**config.mk**
```make
export PLATFORM = sky130hd
export DESIGN_NAME = dma_chan_regs
export DESIGN_NICKNAME = d
export VERILOG_FILES = /design/src/rtl/dma_chan_pkg.sv /design/src/rtl/dcr_base_reg.sv /design/src/rtl/dcr_cmd_ctl.sv /design/src/rtl/dcr_stat.sv /design/src/rtl/dma_chan_regs.sv
export SDC_FILE = /design/constraint.sdc
export NUM_CORES = 1
export LEC_CHECK = 0
export BUFFER_PORTS_ARGS = -buffer_cell sky130_fd_sc_hd__buf_2
export CAP_MARGIN = 15
export CORE_MARGIN = 2
export CORE_UTILIZATION = 50
export CTS_CLUSTER_DIAMETER = 120
export DETAILED_ROUTE_END_ITERATION = 8
export MAX_ROUTING_LAYER = met4
export PLACE_DENSITY = 0.77
export SLEW_MARGIN = 10
export SYNTH_ARGS = -nofsm -noshare
export SYNTH_HDL_FRONTEND = slang
export SYNTH_SLANG_ARGS = --single-unit
```
**constraint.sdc**
```tcl
create_clock -name clk -period 2.6 [get_ports clk]
set_input_delay 0.13 -clock clk [delete_from_list [all_inputs] [get_ports clk]]
set_output_delay 0.13 -clock clk [all_outputs]
set_load 0.005 [all_outputs]
```
**src/rtl/dma_chan_pkg.sv**
```systemverilog
package dma_chan_pkg;
  typedef enum logic [1:0] {
    SEL_CMD  = 2'd0,
    SEL_STAT = 2'd1,
    SEL_BASE = 2'd2,
    SEL_NONE = 2'd3
  } reg_sel_e;

  localparam int CMD_START_BIT = 0;
  localparam int CMD_DIR_BIT   = 3;
  localparam int ST_ACTIVE_BIT = 0;
  localparam int ST_ERR_BIT    = 1;
  localparam int ST_INTR_BIT   = 2;
endpackage

```
**src/rtl/dcr_base_reg.sv**
```systemverilog
module dcr_base_reg #(
  parameter  int REG_W = 32,
  localparam int NB    = REG_W / 8,
  localparam int OW    = $clog2(NB)
) (
  input  logic             clk,
  input  logic             rst_n,
  input  logic             wr_en,
  input  logic [OW-1:0]    off,
  input  logic [1:0]       size,
  input  logic [REG_W-1:0] wdata,
  output logic [REG_W-1:0] base_q,
  output logic [REG_W-1:0] rdata
);
  logic [OW:0]      cnt;
  logic [REG_W-1:0] wshift;
  logic [REG_W-1:0] rshift;
  logic [REG_W-1:0] rmask;

  always_comb begin
    case (size)
      2'd0:    cnt = (OW+1)'(1);
      2'd1:    cnt = (OW+1)'(2);
      default: cnt = (OW+1)'(NB);
    endcase
  end

  assign wshift = wdata << {off, 3'b000};
  assign rshift = base_q >> {off, 3'b000};

  always_comb begin
    if (int'(cnt) >= NB) rmask = '1;
    else                 rmask = (REG_W'(1) << {cnt, 3'b000}) - REG_W'(1);
  end

  assign rdata = rshift & rmask;

  for (genvar g = 0; g < NB; g++) begin : g_lane
    localparam logic [7:0] KEEP = (g == 0) ? 8'hFC : 8'hFF;
    logic hit;
    always_comb hit = (g >= int'(off)) && (g < int'(off) + int'(cnt));
    always_ff @(posedge clk) begin
      if (!rst_n)            base_q[8*g +: 8] <= 8'h00;
      else if (wr_en && hit) base_q[8*g +: 8] <= wshift[8*g +: 8] & KEEP;
    end
  end
endmodule

```
**src/rtl/dcr_cmd_ctl.sv**
```systemverilog
module dcr_cmd_ctl #(
  parameter int REG_W = 32
) (
  input  logic             clk,
  input  logic             rst_n,
  input  logic             wr_en,
  input  logic             wr_start,
  input  logic             wr_dir,
  input  logic             eng_done,
  input  logic [REG_W-1:0] base,
  output logic             start_q,
  output logic             dir_q,
  output logic             active_q,
  output logic             start_pulse,
  output logic [REG_W-1:0] ptr_q
);
  logic rise;

  assign rise = wr_en && wr_start && !start_q;

  always_ff @(posedge clk) begin
    if (!rst_n) begin
      start_q     <= 1'b0;
      dir_q       <= 1'b0;
      active_q    <= 1'b0;
      start_pulse <= 1'b0;
      ptr_q       <= '0;
    end else begin
      start_pulse <= 1'b0;
      if (wr_en) begin
        start_q <= wr_start;
        dir_q   <= wr_dir;
      end
      if (eng_done) active_q <= 1'b0;
      if (rise) begin
        ptr_q <= base;
        if (!active_q) begin
          active_q    <= 1'b1;
          start_pulse <= 1'b1;
        end
      end
    end
  end
endmodule

```
**src/rtl/dcr_stat.sv**
```systemverilog
module dcr_stat (
  input  logic clk,
  input  logic rst_n,
  input  logic wr_en,
  input  logic clr_err,
  input  logic clr_intr,
  input  logic eng_err,
  input  logic dev_irq,
  output logic err_q,
  output logic intr_q
);
  logic irq_d;

  always_ff @(posedge clk) begin
    if (!rst_n) begin
      err_q  <= 1'b0;
      intr_q <= 1'b0;
      irq_d  <= 1'b0;
    end else begin
      irq_d <= dev_irq;
      if (eng_err)               err_q <= 1'b1;
      else if (wr_en && clr_err) err_q <= 1'b0;
      if (dev_irq && !irq_d)      intr_q <= 1'b1;
      else if (wr_en && clr_intr) intr_q <= 1'b0;
    end
  end
endmodule

```
**src/rtl/dma_chan_regs.sv**
```systemverilog
module dma_chan_regs
  import dma_chan_pkg::*;
#(
  parameter  int REG_W = 32,
  localparam int NB    = REG_W / 8,
  localparam int OW    = $clog2(NB)
) (
  input  logic             clk,
  input  logic             rst_n,
  input  logic             host_wr,
  input  logic [1:0]       host_sel,
  input  logic [OW-1:0]    host_off,
  input  logic [1:0]       host_size,
  input  logic [REG_W-1:0] host_wdata,
  output logic [REG_W-1:0] host_rdata,
  input  logic             dev_irq,
  output logic             host_irq,
  output logic             eng_start,
  input  logic             eng_done,
  input  logic             eng_err,
  output logic             xfer_dir,
  output logic [REG_W-1:0] table_base,
  output logic [REG_W-1:0] cur_ptr
);
  reg_sel_e         sel;
  logic             wr_cmd, wr_stat, wr_base;
  logic             start_q, active_q, err_q, intr_q;
  logic [REG_W-1:0] base_rd;
  logic [7:0]       cmd_rd, stat_rd;

  assign sel     = reg_sel_e'(host_sel);
  assign wr_cmd  = host_wr && (sel == SEL_CMD);
  assign wr_stat = host_wr && (sel == SEL_STAT);
  assign wr_base = host_wr && (sel == SEL_BASE);

  dcr_base_reg #(.REG_W(REG_W)) u_base (
    .clk    (clk),
    .rst_n  (rst_n),
    .wr_en  (wr_base),
    .off    (host_off),
    .size   (host_size),
    .wdata  (host_wdata),
    .base_q (table_base),
    .rdata  (base_rd)
  );

  dcr_cmd_ctl #(.REG_W(REG_W)) u_cmd (
    .clk         (clk),
    .rst_n       (rst_n),
    .wr_en       (wr_cmd),
    .wr_start    (host_wdata[CMD_START_BIT]),
    .wr_dir      (host_wdata[CMD_DIR_BIT]),
    .eng_done    (eng_done),
    .base        (table_base),
    .start_q     (start_q),
    .dir_q       (xfer_dir),
    .active_q    (active_q),
    .start_pulse (eng_start),
    .ptr_q       (cur_ptr)
  );

  dcr_stat u_stat (
    .clk      (clk),
    .rst_n    (rst_n),
    .wr_en    (wr_stat),
    .clr_err  (host_wdata[ST_ERR_BIT]),
    .clr_intr (host_wdata[ST_INTR_BIT]),
    .eng_err  (eng_err),
    .dev_irq  (dev_irq),
    .err_q    (err_q),
    .intr_q   (intr_q)
  );

  assign host_irq = dev_irq;

  always_comb begin
    cmd_rd                = 8'h00;
    cmd_rd[CMD_START_BIT] = start_q;
    cmd_rd[CMD_DIR_BIT]   = xfer_dir;
    stat_rd               = 8'h00;
    stat_rd[ST_ACTIVE_BIT] = active_q;
    stat_rd[ST_ERR_BIT]    = err_q;
    stat_rd[ST_INTR_BIT]   = intr_q;
  end

  always_comb begin
    case (sel)
      SEL_CMD:  host_rdata = REG_W'(cmd_rd);
      SEL_STAT: host_rdata = REG_W'(stat_rd);
      SEL_BASE: host_rdata = base_rd;
      default:  host_rdata = '0;
    endcase
  end
endmodule

```
; Word level (Yosys, flattened, before mapping)
; Index checks and enable logic that the tools add are counted.
[word_totals]
out_inout_bits = 99
elab_cells = 62
input_bits = 44
register_bits = 67
[classes]
n_bitwise = 1
eq_ne = 3
magnitude_cmp = 8
n_reduce_logical = 22
shifts = 3
n_addsub = 2
n_mux = 11
[op_table]
columns = cell, count
row1 = case mux 32 bit (3 select lines), 1
row2 = "less-than comparator 3 x 32 -> 1 bit, first input constant", 2
row3 = AND 32 bit, 1
row4 = "less-than comparator 1 x 32 -> 1 bit, first input constant", 1
row5 = "less-than comparator 2 x 32 -> 1 bit, first input constant", 1
row6 = two-way mux 32 bit, 1
row7 = "<< shifter 1 x 6 -> 32 bit, first input constant", 1
row8 = << shifter 32 x 5 -> 32 bit, 1
row9 = right shift 32 x 5 -> 32 bit, 1
row10 = "subtractor 32 x 2 -> 32 bit, second input constant", 1
row11 = logical AND 1 bit, 15
row12 = two-way mux 1 bit, 8
row13 = case mux 3 bit (2 select lines), 1
row14 = adder 2 x 3 -> 4 bit, 1
row15 = "equality test 2 x 1 -> 1 bit, second input constant", 2
row16 = "greater-or-equal comparator 1 x 2 -> 1 bit, first input constant", 2
row17 = logical NOT 2 bit, 2
row18 = nonzero test 2 bit, 2
row19 = "greater-or-equal comparator 3 bit, second input constant", 1
row20 = "equality test 2 bit, second input constant", 1
row21 = "greater-or-equal comparator 2 bit, first input constant", 1
row22 = logical NOT 1 bit, 2
row23 = AND reduction 2 bit, 1

; Longest topological paths before layout
[logic_depth]
depth_word = 7
depth_mapped = 10
mapped_depth_nobuf = 9

; Cells and area by module
; Synthesis repeated with hierarchy kept, for this count alone.
[unflattened]
cells_unflattened = 460
area_unflattened_um2 = 4229.1
[by_module_without_submodules]
columns = module, cells_per_inst, area_each_um2, seq_area_each_um2, instances
row1 = dcr_base_reg, 255, 2351.0, 600.6, 1
row2 = dcr_cmd_ctl, 152, 1447.6, 720.7, 1
row3 = dma_chan_regs, 43, 326.6, 0.0, 1
row4 = dcr_stat, 10, 103.8, 60.1, 1

; Worst setup path before layout
; No wires, ideal clock.
[synth_path]
path_kind = input to register
startpoint = in host_size[1]
endpoint = reg u_base.base_q[14]
stages = 10
t_arrival_ns = 2.136
path_buffers = 1
required_ns = 2.478
setup_slack_ns = 0.342
path_cell_list = or2_2 inv_1 ha_1 inv_1 fa_1 inv_1 nor4_2 buf_2 o21bai_1 o311a_1
[synth_via]
elab_chain_cells = 6
elab_cells_between_ends = 7
[synth_rtl]
columns = element, line_no
row1 = start: declaration, dma_chan_regs.sv:13  ; input logic [1:0] host_size,
row2 = equality test 2 x 1 -> 1 bit / logical NOT 2 bit (equally long branches), dcr_base_reg.sv:21  ; case (size)
row3 = case mux 3 bit (2 select lines) *, dcr_base_reg.sv:21
row4 = adder 2 x 3 -> 4 bit *, dcr_base_reg.sv:41  ; always_comb hit = (g >= int'(off)) && (g < int'(off) + int'(cnt));
row5 = less-than comparator 2 x 32 -> 1 bit *, dcr_base_reg.sv:41
row6 = logical AND 1 bit *, dcr_base_reg.sv:41
row7 = logical AND 1 bit *, dcr_base_reg.sv:44  ; else if (wr_en && hit) base_q[8*g +: 8] <= wshift[8*g +: 8] & KEEP;
row8 = end signal: indexed assignment, dcr_base_reg.sv:44
row9 = end: declaration, dcr_base_reg.sv:12  ; output logic [REG_W-1:0] base_q,
; Mark *: on every way between the ends. The rest lies on a longest branch, timed or not.
; A chain may end at the register's enable or synchronous reset.

; Worst setup path in the final report
[layout_path]
startpoint = in host_size[1]
endpoint = reg u_base.base_q[22]
[layout_via]
elab_chain_cells = 6
elab_cells_between_ends = 7
[layout_rtl]
columns = element, line_no
row1 = equality test 2 x 1 -> 1 bit / logical NOT 2 bit (equally long branches), dcr_base_reg.sv:21
row2 = case mux 3 bit (2 select lines) *, dcr_base_reg.sv:21
row3 = adder 2 x 3 -> 4 bit *, dcr_base_reg.sv:41
row4 = less-than comparator 3 x 32 -> 1 bit *, dcr_base_reg.sv:41
row5 = logical AND 1 bit *, dcr_base_reg.sv:41
row6 = logical AND 1 bit *, dcr_base_reg.sv:44
; Marks and branches as above.

==> summary.txt <==
Clock tree
  – H-tree depth: 3
  – Clock Latency Late Sink: between 0.3 and 0.4 ns
  – CTS buffer count: 9
  – Post-CTS sizing: 0
  – Clk slew on worst S/H paths: 0.07 ns
  – Number of clock sinks: 67
  – Max Root-Sink Buffers: 2
  – TritonCTS clock tree: built
  – Root Buffer: clkbuf_8

STA
  – Final Hold Vio Count: 0
  – Worst Clk Skew: 0.00853 ns
  – Worst-Margin Slew: between 0.6 and 0.7 ns
  – WHS: roughly 0.012 ns
  – Final setup fails: 0
  – Worst rel slew slack: between 50 and 60%
  – Fmax achieved: 465 MHz
  – Final Critical Period: approximately 2.1 ns
  – Max-slew violations: 0
  – Period utilization: 82.7%
  – RSZ-0062 raised after global routing: no
  – Setup TNS: 0 ns

Synth
  – Yosys warnings: 0
  – Post-synth top area cell: dfxtp_1
  – Post-synth ARST share: 0%
  – Yosys reg bits: 67
  – Top area cells in the synthesized netlist: dfxtp_1, mux2i_1, nand2_1
  – Cell count after synthesis: 429
  – Netlist cell types: 44
  – Post-synth EDFFs: 0
  – Synth top area share: 35.1%
  – Netlist Area Pre-Place: 3830 um^2
  – Mean Syn Cell Area: just under 9 um^2
  – Most used DFF post-synth: dfxtp_1
  – Register area share after synthesis: 35.1%

Cells and area
  – Layout cells sized above 1: 33.5%
  – Number of diodes: 0
  – Final nets: 608
  – Finished Cell Area: 4780 um^2
  – Post-Route Utilization: 65.2%
  – Synth-to-layout area growth: 24.9%

Floorplan
  – Die Ht: around 91 um
  – Row Count: 31
  – Core footprint: 7330 um^2
  – Die width: just over 90 um
  – Starting density of the core: between 50% and 60%
  – I/O pins: 143
  – Die area: between 8000 and 9000 um^2

Hold path
  – Worst hold stages: 3
  – Hold wc startpoint: eng_err
  – Hold Path Class: input pin to flop
  – Hold Path Sink: u_stat.err_q

Place
  – Post-detail-place hpwl: 8260 um
  – Port Buf Inserts: 138
  – Final GP Congestion: 0.918
  – Area after DPL: 4570 um^2

Setup path
  – Reg-to-reg startpoint: u_cmd.start_q
  – CP Capture Type: flop
  – Top cell by count, worst path: inv_1
  – FF-to-FF setup slack: 1.51 ns
  – Arr. time, crit path: 2.42 ns
  – Worst Path Max Fanout: 8
  – Crit-path slowest cell: a211oi_4
  – Critical path class: input pin to flop
  – Required time worst endpoint: between 2 and 3 ns
  – CP Cell Sequence: buf_2, or2_2, inv_1, ha_1, inv_1, fa_1, nand2b_1, o21ai_2, a211oi_4, mux2i_1
  – Crit Reg-Reg Endpoint: u_cmd.active_q
  – Startpoint class of the critical path: input pin
  – Worst r2r path cells: 4
  – Slowest stage delay, CP: 0.51 ns

Global route
  – Largest net degree at the start of global routing: 36
  – Global-route wire length before repair: between 15000 and 20000 um
  – Initial antenna violation count: 0
  – Gr usage total: a little over a quarter
  – Remaining Overflow, GRT: 0
  – Number of global-route vias before repair: 3373

Route
  – DRT Pass-1 Iters: 5
  – WL per Instance: 16.7 um
  – DRC viols: 0
  – Mean number of vias per cell: 5.51
  – Iter 0 DRT Violations: 198
  – Post-route ant nets: 0
  – Via count: 3659
  – DRT Wirelength: approximately 11000 um

Power and ir drop
  – P_leak: 2.25 nW
  – PwrDens: 474 nW/um^2
  – Peak supply drop: 422 uV
  – Power Total: approximately 2.3 mW

Status
  – Outcome: completed

Flow run
  – Max cap viols: 0
[worst max-delay path: cells and delay by family]
kind / cells / cell delay [ns]
compound gates: 2 / 0.63
fa+ha+maj: 2 / 0.62
simple gates: 2 / 0.57
mux: 1 / 0.25
buf+inv: 3 / 0.22
[per-stage QoR]
stage               cells  worst slack (ns)
floorplan             432             0.342
global placement      646             0.225
detailed placement    646             0.125
CTS                   662             0.482
global route          664             0.352
finish                664             0.451
[worst max path at each step]
stage	from	end	slack [ns]
finish	host_size[1]	u_base.base_q[22]	0.45
global route	host_size[1]	u_base.base_q[23]	0.35
CTS	host_size[1]	u_base.base_q[16]	0.48
detailed placement	host_size[1]	u_base.base_q[16]	0.12
global placement	host_size[1]	u_base.base_q[16]	0.23
floorplan	host_size[1]	u_base.base_q[14]	0.34
[metal layers]
| metal | global-route usage, % | wire length (um) | part of all wire, % | vias to the layer above |
|---|---|---|---|---|
| met1 | 34.9 | 4950 | 45 | 1724 |
| met4 | 5.68 | 155 | 1.4 | 0 |
| met5 | - | 0 | 0 | - |
| met2 | 42.4 | 5240 | 47 | 164 |
| met3 | 6.39 | 741 | 6.7 | 17 |
| li1 | - | - | - | 1754 |
[area by class of cell]
type	instances	area [um^2]
Clock inverter	5	52.6
Sequential cell	67	1340
Clock buffer	11	141
Tap cell	99	124
Fill cell	647	2550
Inverter	5	18.8
Multi-Input combinational cell	326	2310
Timing Repair Buffer	151	791
[where the power goes]
| group | total [mW] | switching (mW) | internal, mW |
|---|---|---|---|
| logic | 0.328 | 0.178 | 0.150 |
| registers | 1.07 | 0.0235 | 1.04 |
| clock network | 0.868 | 0.404 | 0.464 |
| total | 2.26 | 0.605 | 1.66 |
[layout by cell type, fill, tap and decap left out, types with 3 or more instances in the layout]
| cell | count |
|---|---|
| mux4_2 | 8 |
| clkinv_2 | 3 |
| mux2i_1 | 51 |
| conb_1 | 4 |
| nand2_1 | 84 |
| buf_4 | 12 |
| a21oi_1 | 11 |
| a211oi_1 | 9 |
| inv_1 | 5 |
| o2bb2ai_1 | 7 |
| mux2_2 | 8 |
| buf_2 | 138 |
| nor2b_1 | 27 |
| dfxtp_1 | 67 |
| o21bai_1 | 8 |
| a21boi_1 | 30 |
| o311a_1 | 8 |
| ha_1 | 3 |
| clkbuf_8 | 10 |
| nand2b_1 | 4 |
| and2_1 | 11 |
| nor2_1 | 28 |
[cells by family (layout without fill, tap and decap cells)]
logic type | count (synthesis) | in the layout | synth area share [%]
AO/OA/AOI/OAI | 83 | 83 | 17.3
adder cells (fa/ha/maj) | 4 | 4 | 1.50
buffers and inverters | 39 | 172 | 4.91
flip-flops | 67 | 67 | 35.1
multiplexers | 67 | 67 | 20.4
other | 1 | 4 | 0.0980
AND/OR/NAND/NOR | 168 | 168 | 20.7
[registers in the layout, summed over array words and instances, names as in the netlist]
| signal | count |
|---|---|
| u_base.base_q | 30 |
| u_stat.irq_d | 1 |
| u_cmd.dir_q | 1 |
| u_cmd.active_q | 1 |
| u_stat.intr_q | 1 |
| u_stat.err_q | 1 |
| u_cmd.ptr_q | 30 |
| u_cmd.start_q | 1 |
| u_cmd.start_pulse | 1 |
[synth_stat cells, drive strengths merged, types with 3 or more instances]
library cell,number
mux2i,51
nand2b,4
o21bai,8
a211oi,10
buf,19
a21oi,11
ha,3
inv,5
mux4,8
nor2b,27
dfxtp,67
o311a,8
o2bb2ai,7
nand2,84
clkbuf,15
a21boi,30
nor2,28
and2,11
mux2,8
[timing repair]
item	in CTS	in global routing
endpoints found under the hold margin	0	1
buffers inserted	0	0
hold buffers	0	1
Power figures use the tool's default switching activity.
